--- src/rtl/irq_cause_pkg.sv ---
`timescale 1ns/1ps
package irq_cause_pkg;
  localparam int CW = 32;
  localparam int VIDX_W = $clog2(CW);

  typedef enum logic [2:0] {
    OP_CAUSE_SET    = 3'd0,
    OP_CAUSE_WR     = 3'd1,
    OP_MASK_SET     = 3'd2,
    OP_MASK_CLR     = 3'd3,
    OP_EXT_SET      = 3'd4,
    OP_EXT_MASK_SET = 3'd5,
    OP_EXT_MASK_CLR = 3'd6,
    OP_EXT_CLR      = 3'd7
  } reg_op_e;

  typedef struct packed {
    logic [CW-1:0] raiseCause;
    logic [CW-1:0] lowerCause;
    logic [CW-1:0] raiseMask;
    logic [CW-1:0] lowerMask;
    logic [CW-1:0] raiseExt;
    logic [CW-1:0] lowerExt;
    logic [CW-1:0] raiseExtMask;
    logic [CW-1:0] lowerExtMask;
    logic          anyLower;
    logic          rdCapture;
  } strobe_t;
endpackage

--- src/rtl/irq_cause_ctrl_ctl.sv ---
`timescale 1ns/1ps
module irq_cause_ctrl_ctl
  import irq_cause_pkg::*;
#(
  parameter logic [CW-1:0] MASK_FILTER     = 32'h77D4_FBFD,
  parameter logic [CW-1:0] EXT_MSIX_FILTER = 32'h01FF_FFFF,
  parameter logic [CW-1:0] EXT_LEG_FILTER  = 32'hC000_0000
) (
  input  logic          evtRaiseValid,
  input  logic [CW-1:0] evtRaiseBits,
  input  logic          evtLowerValid,
  input  logic [CW-1:0] evtLowerBits,
  input  logic          regWrEn,
  input  logic [2:0]    regOp,
  input  logic [CW-1:0] regWrData,
  input  logic          rdEn,
  input  logic          cfgMsixMode,
  input  logic          cfgMsixEn,
  input  logic          cfgNoSnoopClr,
  input  logic [CW-1:0] cfgAutoMask,
  input  logic          causeAsserted,
  input  logic          maskAny,
  output strobe_t       stb
);
  logic [CW-1:0] extFilter;
  logic          rdClear;
  logic          rdAutoMask;
  logic          wrAutoMask;
  reg_op_e       op;

  assign extFilter  = cfgMsixMode ? EXT_MSIX_FILTER : EXT_LEG_FILTER;
  assign op         = reg_op_e'(regOp);
  assign rdClear    = cfgNoSnoopClr || !maskAny || !cfgMsixEn;
  // after a clearing read the asserted bit is gone, so only no-snoop mode remains
  assign rdAutoMask = cfgNoSnoopClr || (maskAny && !rdClear && causeAsserted);
  assign wrAutoMask = cfgNoSnoopClr || (maskAny && causeAsserted);

  always_comb begin
    stb = '0;
    if (evtRaiseValid) stb.raiseCause = evtRaiseBits;
    if (evtLowerValid) begin
      stb.lowerCause = evtLowerBits;
      stb.anyLower   = 1'b1;
    end
    if (rdEn) begin
      stb.rdCapture = 1'b1;
      if (rdClear) begin
        stb.lowerCause = '1;
        stb.anyLower   = 1'b1;
      end
      if (rdAutoMask) begin
        stb.lowerMask = cfgAutoMask;
        stb.anyLower  = 1'b1;
      end
    end else if (regWrEn) begin
      unique case (op)
        OP_CAUSE_SET: stb.raiseCause = stb.raiseCause | regWrData;
        OP_CAUSE_WR: begin
          stb.lowerCause = stb.lowerCause | regWrData;
          stb.anyLower   = 1'b1;
          if (wrAutoMask) stb.lowerMask = cfgAutoMask;
        end
        OP_MASK_SET: stb.raiseMask = regWrData & MASK_FILTER;
        OP_MASK_CLR: begin
          stb.lowerMask = regWrData;
          stb.anyLower  = 1'b1;
        end
        OP_EXT_SET:      stb.raiseExt     = regWrData & extFilter;
        OP_EXT_MASK_SET: stb.raiseExtMask = regWrData & extFilter;
        OP_EXT_MASK_CLR: begin
          stb.lowerExtMask = regWrData & extFilter;
          stb.anyLower     = 1'b1;
        end
        OP_EXT_CLR: begin
          stb.lowerExt = regWrData & extFilter;
          stb.anyLower = 1'b1;
        end
        default: ;
      endcase
    end
  end
endmodule

--- src/rtl/irq_cause_ctrl_dp.sv ---
`timescale 1ns/1ps
module irq_cause_ctrl_dp
  import irq_cause_pkg::*;
#(
  parameter int RST_BIT    = 30,
  parameter int ASSERT_BIT = 31,
  parameter int OTHER_BIT  = 31
) (
  input  logic              clk,
  input  logic              rstN,
  input  strobe_t           stb,
  input  logic              cfgMsixMode,
  input  logic              cfgMsixEn,
  input  logic              cfgMsiEn,
  input  logic              cfgRstVecValid,
  input  logic [VIDX_W-1:0] cfgRstVecIdx,
  input  logic              cfgOthVecValid,
  input  logic [VIDX_W-1:0] cfgOthVecIdx,
  output logic              causeAsserted,
  output logic              maskAny,
  output logic              rdValid,
  output logic [CW-1:0]     rdData,
  output logic              vecNotify,
  output logic [CW-1:0]     vecMap,
  output logic              msgNotify,
  output logic              legacyIrq,
  output logic [CW-1:0]     extCauseOut
);
  localparam logic [CW-1:0] RST_MASK = {{(CW-1){1'b0}}, 1'b1} << RST_BIT;

  logic [CW-1:0] causeQ, maskQ, extCauseQ, extMaskQ;
  logic [CW-1:0] causeLow, maskLow, extLow, extMaskLow;
  logic [CW-1:0] causeNxt, maskNxt, extNxt, extMaskNxt;
  logic [CW-1:0] midPend, midExtPend, newPend, newExtPend, mapNxt;
  logic          legLow, legNxt, vecNxt, msgNxt;

  always_comb begin
    // lower phase
    causeLow   = causeQ & ~stb.lowerCause;
    maskLow    = maskQ & ~stb.lowerMask;
    extLow     = extCauseQ & ~stb.lowerExt;
    extMaskLow = extMaskQ & ~stb.lowerExtMask;
    legLow     = legacyIrq;
    if (stb.anyLower && ((causeLow & maskLow) == '0) && !cfgMsixMode) begin
      extLow[OTHER_BIT] = 1'b0;
      if (!cfgMsiEn && !cfgMsixEn) legLow = 1'b0;
    end
    // snapshot between lower and raise
    midPend    = causeLow & maskLow;
    midExtPend = extLow & extMaskLow;
    // raise phase
    causeNxt   = causeLow | stb.raiseCause;
    maskNxt    = maskLow | stb.raiseMask;
    extNxt     = extLow | stb.raiseExt;
    extMaskNxt = extMaskLow | stb.raiseExtMask;
    newPend    = causeNxt & maskNxt & ~midPend;
    legNxt     = legLow;
    vecNxt     = 1'b0;
    msgNxt     = 1'b0;
    mapNxt     = '0;
    newExtPend = '0;
    if (cfgMsixMode) begin
      if (((newPend & RST_MASK) != '0) && cfgRstVecValid) extNxt[cfgRstVecIdx] = 1'b1;
      if (((newPend & ~RST_MASK) != '0) && cfgOthVecValid) extNxt[cfgOthVecIdx] = 1'b1;
      newExtPend = extNxt & extMaskNxt & ~midExtPend;
      vecNxt     = (newExtPend != '0);
      mapNxt     = newExtPend;
    end else if (newPend != '0) begin
      extNxt[OTHER_BIT] = 1'b1;
      extNxt[RST_BIT]   = extNxt[RST_BIT] | newPend[RST_BIT];
      if (cfgMsixEn) begin
        vecNxt    = 1'b1;
        mapNxt[0] = 1'b1;
      end else if (cfgMsiEn) begin
        msgNxt = 1'b1;
      end else begin
        legNxt = 1'b1;
      end
    end
  end

  always_ff @(posedge clk or negedge rstN) begin
    if (!rstN) begin
      causeQ    <= '0;
      maskQ     <= '0;
      extCauseQ <= '0;
      extMaskQ  <= '0;
      legacyIrq <= 1'b0;
      vecNotify <= 1'b0;
      vecMap    <= '0;
      msgNotify <= 1'b0;
      rdValid   <= 1'b0;
      rdData    <= '0;
    end else begin
      causeQ    <= causeNxt;
      maskQ     <= maskNxt;
      extCauseQ <= extNxt;
      extMaskQ  <= extMaskNxt;
      legacyIrq <= legNxt;
      vecNotify <= vecNxt;
      vecMap    <= mapNxt;
      msgNotify <= msgNxt;
      rdValid   <= stb.rdCapture;
      if (stb.rdCapture) rdData <= causeQ;
    end
  end

  assign causeAsserted = causeQ[ASSERT_BIT];
  assign maskAny       = (maskQ != '0);
  assign extCauseOut   = extCauseQ;
endmodule

--- src/rtl/irq_cause_ctrl.sv ---
`timescale 1ns/1ps
module irq_cause_ctrl
  import irq_cause_pkg::*;
#(
  parameter int RST_BIT    = 30,
  parameter int ASSERT_BIT = 31,
  parameter int OTHER_BIT  = 31,
  parameter logic [31:0] MASK_FILTER     = 32'h77D4_FBFD,
  parameter logic [31:0] EXT_MSIX_FILTER = 32'h01FF_FFFF,
  parameter logic [31:0] EXT_LEG_FILTER  = 32'hC000_0000
) (
  input  logic        clk,
  input  logic        rstN,
  input  logic        evtRaiseValid,
  input  logic [31:0] evtRaiseBits,
  input  logic        evtLowerValid,
  input  logic [31:0] evtLowerBits,
  input  logic        regWrEn,
  input  logic [2:0]  regOp,
  input  logic [31:0] regWrData,
  input  logic        rdEn,
  input  logic        cfgMsixMode,
  input  logic        cfgMsixEn,
  input  logic        cfgMsiEn,
  input  logic        cfgNoSnoopClr,
  input  logic [31:0] cfgAutoMask,
  input  logic        cfgRstVecValid,
  input  logic [4:0]  cfgRstVecIdx,
  input  logic        cfgOthVecValid,
  input  logic [4:0]  cfgOthVecIdx,
  output logic        rdValid,
  output logic [31:0] rdData,
  output logic        vecNotify,
  output logic [31:0] vecMap,
  output logic        msgNotify,
  output logic        legacyIrq,
  output logic [31:0] extCauseOut
);
  strobe_t stb;
  logic    causeAsserted;
  logic    maskAny;

  irq_cause_ctrl_ctl #(
    .MASK_FILTER    (MASK_FILTER),
    .EXT_MSIX_FILTER(EXT_MSIX_FILTER),
    .EXT_LEG_FILTER (EXT_LEG_FILTER)
  ) u_ctl (
    .evtRaiseValid(evtRaiseValid),
    .evtRaiseBits (evtRaiseBits),
    .evtLowerValid(evtLowerValid),
    .evtLowerBits (evtLowerBits),
    .regWrEn      (regWrEn),
    .regOp        (regOp),
    .regWrData    (regWrData),
    .rdEn         (rdEn),
    .cfgMsixMode  (cfgMsixMode),
    .cfgMsixEn    (cfgMsixEn),
    .cfgNoSnoopClr(cfgNoSnoopClr),
    .cfgAutoMask  (cfgAutoMask),
    .causeAsserted(causeAsserted),
    .maskAny      (maskAny),
    .stb          (stb)
  );

  irq_cause_ctrl_dp #(
    .RST_BIT   (RST_BIT),
    .ASSERT_BIT(ASSERT_BIT),
    .OTHER_BIT (OTHER_BIT)
  ) u_dp (
    .clk           (clk),
    .rstN          (rstN),
    .stb           (stb),
    .cfgMsixMode   (cfgMsixMode),
    .cfgMsixEn     (cfgMsixEn),
    .cfgMsiEn      (cfgMsiEn),
    .cfgRstVecValid(cfgRstVecValid),
    .cfgRstVecIdx  (cfgRstVecIdx),
    .cfgOthVecValid(cfgOthVecValid),
    .cfgOthVecIdx  (cfgOthVecIdx),
    .causeAsserted (causeAsserted),
    .maskAny       (maskAny),
    .rdValid       (rdValid),
    .rdData        (rdData),
    .vecNotify     (vecNotify),
    .vecMap        (vecMap),
    .msgNotify     (msgNotify),
    .legacyIrq     (legacyIrq),
    .extCauseOut   (extCauseOut)
  );
endmodule

--- config.mk ---
export PLATFORM = sky130hd
export DESIGN_NAME = irq_cause_ctrl
export DESIGN_NICKNAME = d
export VERILOG_FILES = /design/src/rtl/irq_cause_pkg.sv /design/src/rtl/irq_cause_ctrl_ctl.sv /design/src/rtl/irq_cause_ctrl_dp.sv /design/src/rtl/irq_cause_ctrl.sv
export SDC_FILE = /design/constraint.sdc
export NUM_CORES = 1
export LEC_CHECK = 0
export BUFFER_PORTS_ARGS = -buffer_cell sky130_fd_sc_hd__buf_2
export CAP_MARGIN = 5
export CORE_UTILIZATION = 34
export CTS_CLUSTER_DIAMETER = 80
export DETAILED_ROUTE_END_ITERATION = 8
export GPL_ROUTABILITY_DRIVEN = 0
export SYNTH_ARGS = -nofsm -noshare
export SYNTH_HDL_FRONTEND = slang
export SYNTH_SLANG_ARGS = --single-unit
--- constraint.sdc ---
create_clock -name clk -period 3.72 [get_ports clk]
set_clock_uncertainty 0.2 [all_clocks]
set_input_delay 0.93 -clock clk [delete_from_list [all_inputs] [get_ports clk]]
set_output_delay 0.93 -clock clk [all_outputs]
set_load 0.005 [all_outputs]
==> reports/summary.md <==
- maximum ir drop on the vdd rail: 0.338 mV
- die area: 0.0315 mm^2
- post-route setup slack: -0.723 ns
- root buf cell: sky130_fd_sc_hd__clkbuf_16
- shortest period the worst path allows: 4.44 ns
- FF+latch count, synth: 186
- number of placed I/O pins: 253
- power density normalized to cell area: 391 mW/mm^2
- effective utilization at floorplan: 0.350
- startpoint types: flip-flop
- FF-to-FF setup slack: -0.72 ns
- Power Total: 6.27 mW
- outcome: complete, but fails checks
- site row count: 63
- fraction of the yosys area taken by sequential cells: 0.444
- detailed-routing iteration count for the pre-antenna-repair pass: 5
- total congestion overflow: 0
- Sw Share: 0.332
- Die X: 177 um
- initial drt markers: 1,207
- RSZ-0062 raised after global routing: true
- pin slew with the least headroom to its limit: 1.32 ns
- core area: 0.0300 mm^2
- count of flip-flops with a built-in enable after synthesis: 0
- CTS clock-pin slew for the worst setup and hold paths: 0.08 ns
- endpoint required time on the critical path: 3.83 ns
- Clock H-tree levels: 4
- worst reg-to-reg path cell count: 16
- cell count after synthesis: 1,182
- most common cell after layout, fill and taps aside: sky130_fd_sc_hd__buf_4
- Worst Path Max Fanout: 6
- Leakage Power: 7.32 nW
- fmax: 0.225 GHz
- Avg Inst Size Synth: 8.86 um^2
- # Max-Cap Violations: 0
- maximum number of pins on one net before global-route repair: 64
- Detail Placement HPWL: 35.1 mm
- Die Ht: 177 um
- fraction of layout cells with a size suffix above 1: 0.451
- area delta synth->final: 53.3%
- worst skew pair latency: 0.44 ns
- antenna violations before repair: 2
- violated checks: negative setup slack
- residual DRC count: 0
- share of the clock period used by the worst path: 1.19
- cts bufs inserted: 17
- Setup Crit Path Kind: reg -> reg
- Reg power frac: 0.386
- DRT antenna net count: 0
- reg-to-reg critical path endpoint: u_dp.vecNotify
- clock net sink count: 186
- first-pass GRT wire length: 69.6 mm
- combinational power share: 0.306
- Worst Setup EP: u_dp.vecNotify
- Worst Setup SP: u_dp.maskQ[27]
- final max-slew violation count: 0
- path class of the lowest-slack min-delay path: in -> async
- power dissipated by switching net loads: 2.08 mW
- clock tree from TritonCTS: built
- most frequent cells in the layout: sky130_fd_sc_hd__buf_4 (290), sky130_fd_sc_hd__buf_2 (246), sky130_fd_sc_hd__dfrtp_1 (186)
- area taken by multi-input logic gates: 0.00618 mm^2
- Fin Hold WS: 0.237 ns
- Longest Clk Path Bufs: 2
- NumNets Final: 1,857
- worst endpoint data arrival time: 4.55 ns
- proportion of synthesized flip-flops having asynchronous set or reset: 1.00
- Final setup violation count: 62
- design internal power: 4.19 mW
- fraction of power consumed by the clock network: 0.309
- endpoint class of the critical path: flip-flop
- via count of the first global-routing pass: 12,138
- flip-flop cell with the highest count after synthesis: sky130_fd_sc_hd__dfrtp_1
- Mapped Area: 0.0105 mm^2
- vias post-DR: 12,313
- number of hold-slack violations in the final timing report: 0
- count of port buffers added during placement: 247
- headroom to the max-slew limit: 0.116
- count of warnings emitted by yosys: 0
- Via density: 5.84
- reg-to-reg startpoint: u_dp.maskQ[27]
- Routed WL: 46.8 mm
- count of distinct cell types in the synthesized netlist: 76
- Overall Global Routing Usage: 0.292
- number of hold buffers added after CTS: 0
- sequential standard cell area: 0.00465 mm^2
- post-DR wirelength/cell: 22.2 um
- number of filler instances in the final layout: 2,682
==> cells in the mapped netlist (4+ instances only) <==
library cell / count / share of area
sky130_fd_sc_hd__buf_2: 10 / 0.0048
sky130_fd_sc_hd__mux2_2: 32 / 0.034
sky130_fd_sc_hd__a211oi_1: 8 / 0.0057
sky130_fd_sc_hd__a31oi_1: 12 / 0.0072
sky130_fd_sc_hd__nand4_1: 5 / 0.0030
sky130_fd_sc_hd__o21bai_1: 13 / 0.0093
sky130_fd_sc_hd__inv_1: 20 / 0.0072
sky130_fd_sc_hd__clkbuf_1: 54 / 0.019
sky130_fd_sc_hd__o211ai_1: 33 / 0.024
sky130_fd_sc_hd__a21boi_0: 8 / 0.0057
sky130_fd_sc_hd__mux2i_1: 7 / 0.0067
sky130_fd_sc_hd__buf_4: 7 / 0.0050
sky130_fd_sc_hd__o22ai_1: 39 / 0.023
sky130_fd_sc_hd__nand2_1: 129 / 0.046
sky130_fd_sc_hd__nor4_1: 6 / 0.0036
sky130_fd_sc_hd__dfrtp_1: 186 / 0.44
sky130_fd_sc_hd__and4_1: 4 / 0.0033
sky130_fd_sc_hd__a21oi_1: 87 / 0.042
sky130_fd_sc_hd__o22a_1: 7 / 0.0059
sky130_fd_sc_hd__a22oi_1: 4 / 0.0029
sky130_fd_sc_hd__nand3_1: 17 / 0.0081
sky130_fd_sc_hd__o31ai_1: 14 / 0.010
sky130_fd_sc_hd__or2_2: 7 / 0.0042
sky130_fd_sc_hd__nor3b_1: 7 / 0.0050
sky130_fd_sc_hd__nor2_1: 105 / 0.038
sky130_fd_sc_hd__nand3b_1: 11 / 0.0079
sky130_fd_sc_hd__o221ai_1: 33 / 0.028
sky130_fd_sc_hd__nand2b_1: 4 / 0.0024
sky130_fd_sc_hd__buf_1: 5 / 0.0018
sky130_fd_sc_hd__o21a_1: 8 / 0.0057
sky130_fd_sc_hd__a31o_2: 5 / 0.0042
sky130_fd_sc_hd__o21ai_0: 152 / 0.073
sky130_fd_sc_hd__and3_1: 11 / 0.0066
sky130_fd_sc_hd__nor3_1: 34 / 0.016
sky130_fd_sc_hd__a21o_1: 10 / 0.0072
sky130_fd_sc_hd__or3_1: 7 / 0.0042
sky130_fd_sc_hd__a32oi_1: 9 / 0.0075
sky130_fd_sc_hd__and2_1: 8 / 0.0048
sky130_fd_sc_hd__o211a_1: 6 / 0.0057
sky130_fd_sc_hd__nor2b_1: 4 / 0.0024
==> worst min path at each step <==
| stage | start | end | slack [ns] | depth (start not counted) |
|---|---|---|---|---|
| 3_3_place_gp | u_dp.extCauseOut[28] | u_dp.extCauseOut[28] | 0.24 | 1 |
| 2_1_floorplan | u_dp.extCauseOut[25] | u_dp.extCauseOut[25] | 0.25 | 1 |
| 6_report | rstN | u_dp.rdData[17] | 0.24 | 1 |
| 3_5_place_dp | u_dp.extCauseOut[26] | u_dp.extCauseOut[26] | 0.24 | 1 |
| 4_1_cts | u_dp.extCauseOut[26] | u_dp.extCauseOut[26] | 0.26 | 1 |
| 5_1_grt | rstN | u_dp.rdData[17] | 0.27 | 1 |
==> what timing repair did <==
item | CTS | global route
cloned | 2 | 0
pin swaps | 30 | 31
endpoints found under the setup margin | 62 | 62
resized for setup | 82 | 72
setup buffers | 21 | 15
==> layer usage <==
metal / GRT usage / up-vias / share of wire
li1: - / 5475 / -
met1: 0.370 / 5943 / 0.39
met2: 0.488 / 767 / 0.47
met3: 0.0512 / 128 / 0.090
met4: 0.125 / 0 / 0.042
met5: 0 / - / 0
==> cells by family after synthesis <==
group	Yosys count	synth area share
AND/OR/NAND/NOR	379	0.178
other	1	0.000358
flip-flops	186	0.444
AO/OA/AOI/OAI	477	0.294
buffers and inverters	99	0.0413
XOR/XNOR	1	0.000837
multiplexers	39	0.0411
==> per-stage QoR <==
step | setup TNS (ns) | std cells | worst slack, ns | cell area (um^2) | util
3_3_place_gp | -39.43 | 2042 | -1.11 | 14400 | 0.480
4_1_cts | -24.05 | 2097 | -0.755 | 15600 | 0.522
6_report | -18.32 | 2109 | -0.723 | 16000 | 0.536
2_1_floorplan | -10.71 | 1186 | -0.636 | 10600 | -
5_1_grt | -24.92 | 2108 | -0.887 | 16000 | 0.536
3_5_place_dp | -42.08 | 2042 | -1.20 | 14400 | 0.480
==> flip-flops by register name, indices dropped and copies added (netlist names) <==
register	count
u_dp.rdData	32
u_dp.legacyIrq	1
u_dp.extMaskQ	27
u_dp.causeQ	32
u_dp.extCauseOut	32
u_dp.msgNotify	1
u_dp.vecMap	27
u_dp.rdValid	1
u_dp.maskQ	32
u_dp.vecNotify	1
==> power groups by stage <==
| stage | combinational [mW] | sequential (mW) | clock [mW] |
|---|---|---|---|
| after floorplan | 0.737 | 2.41 | 0 |
| after global placement | 1.57 | 2.44 | 0 |
| after detailed placement | 1.60 | 2.45 | 0 |
| after CTS | 1.79 | 2.41 | 1.96 |
| after global routing | 2.05 | 2.44 | 2.03 |
| final | 1.92 | 2.42 | 1.94 |
==> worst max-delay path: stages (launching register included) <==
cell,delay [ns]
sky130_fd_sc_hd__dfrtp_1,0.43
sky130_fd_sc_hd__nor4_4,0.39
sky130_fd_sc_hd__nand4_4,0.19
sky130_fd_sc_hd__o311a_4,0.45
sky130_fd_sc_hd__buf_12,0.16
sky130_fd_sc_hd__a21o_1,0.17
sky130_fd_sc_hd__or3_1,0.32
sky130_fd_sc_hd__a32oi_1,0.18
sky130_fd_sc_hd__nand4_1,0.19
sky130_fd_sc_hd__nor4_4,0.36
sky130_fd_sc_hd__buf_12,0.17
sky130_fd_sc_hd__buf_4,0.14
sky130_fd_sc_hd__a21oi_1,0.09
sky130_fd_sc_hd__o21ai_1,0.20
sky130_fd_sc_hd__o21ai_1,0.18
sky130_fd_sc_hd__nor4b_4,0.32
sky130_fd_sc_hd__a32oi_1,0.14
==> area by class of cell <==
type	instances	area share
Clock buffer	18	0.0267
Timing Repair Buffer	578	0.252
Antenna cell	2	0.000312
Multi-Input combinational cell	901	0.385
Inverter	20	0.00468
Clock inverter	14	0.0110
Tap cell	390	0.0304
Sequential cell	186	0.290
(Power assumes the default switching activity.)
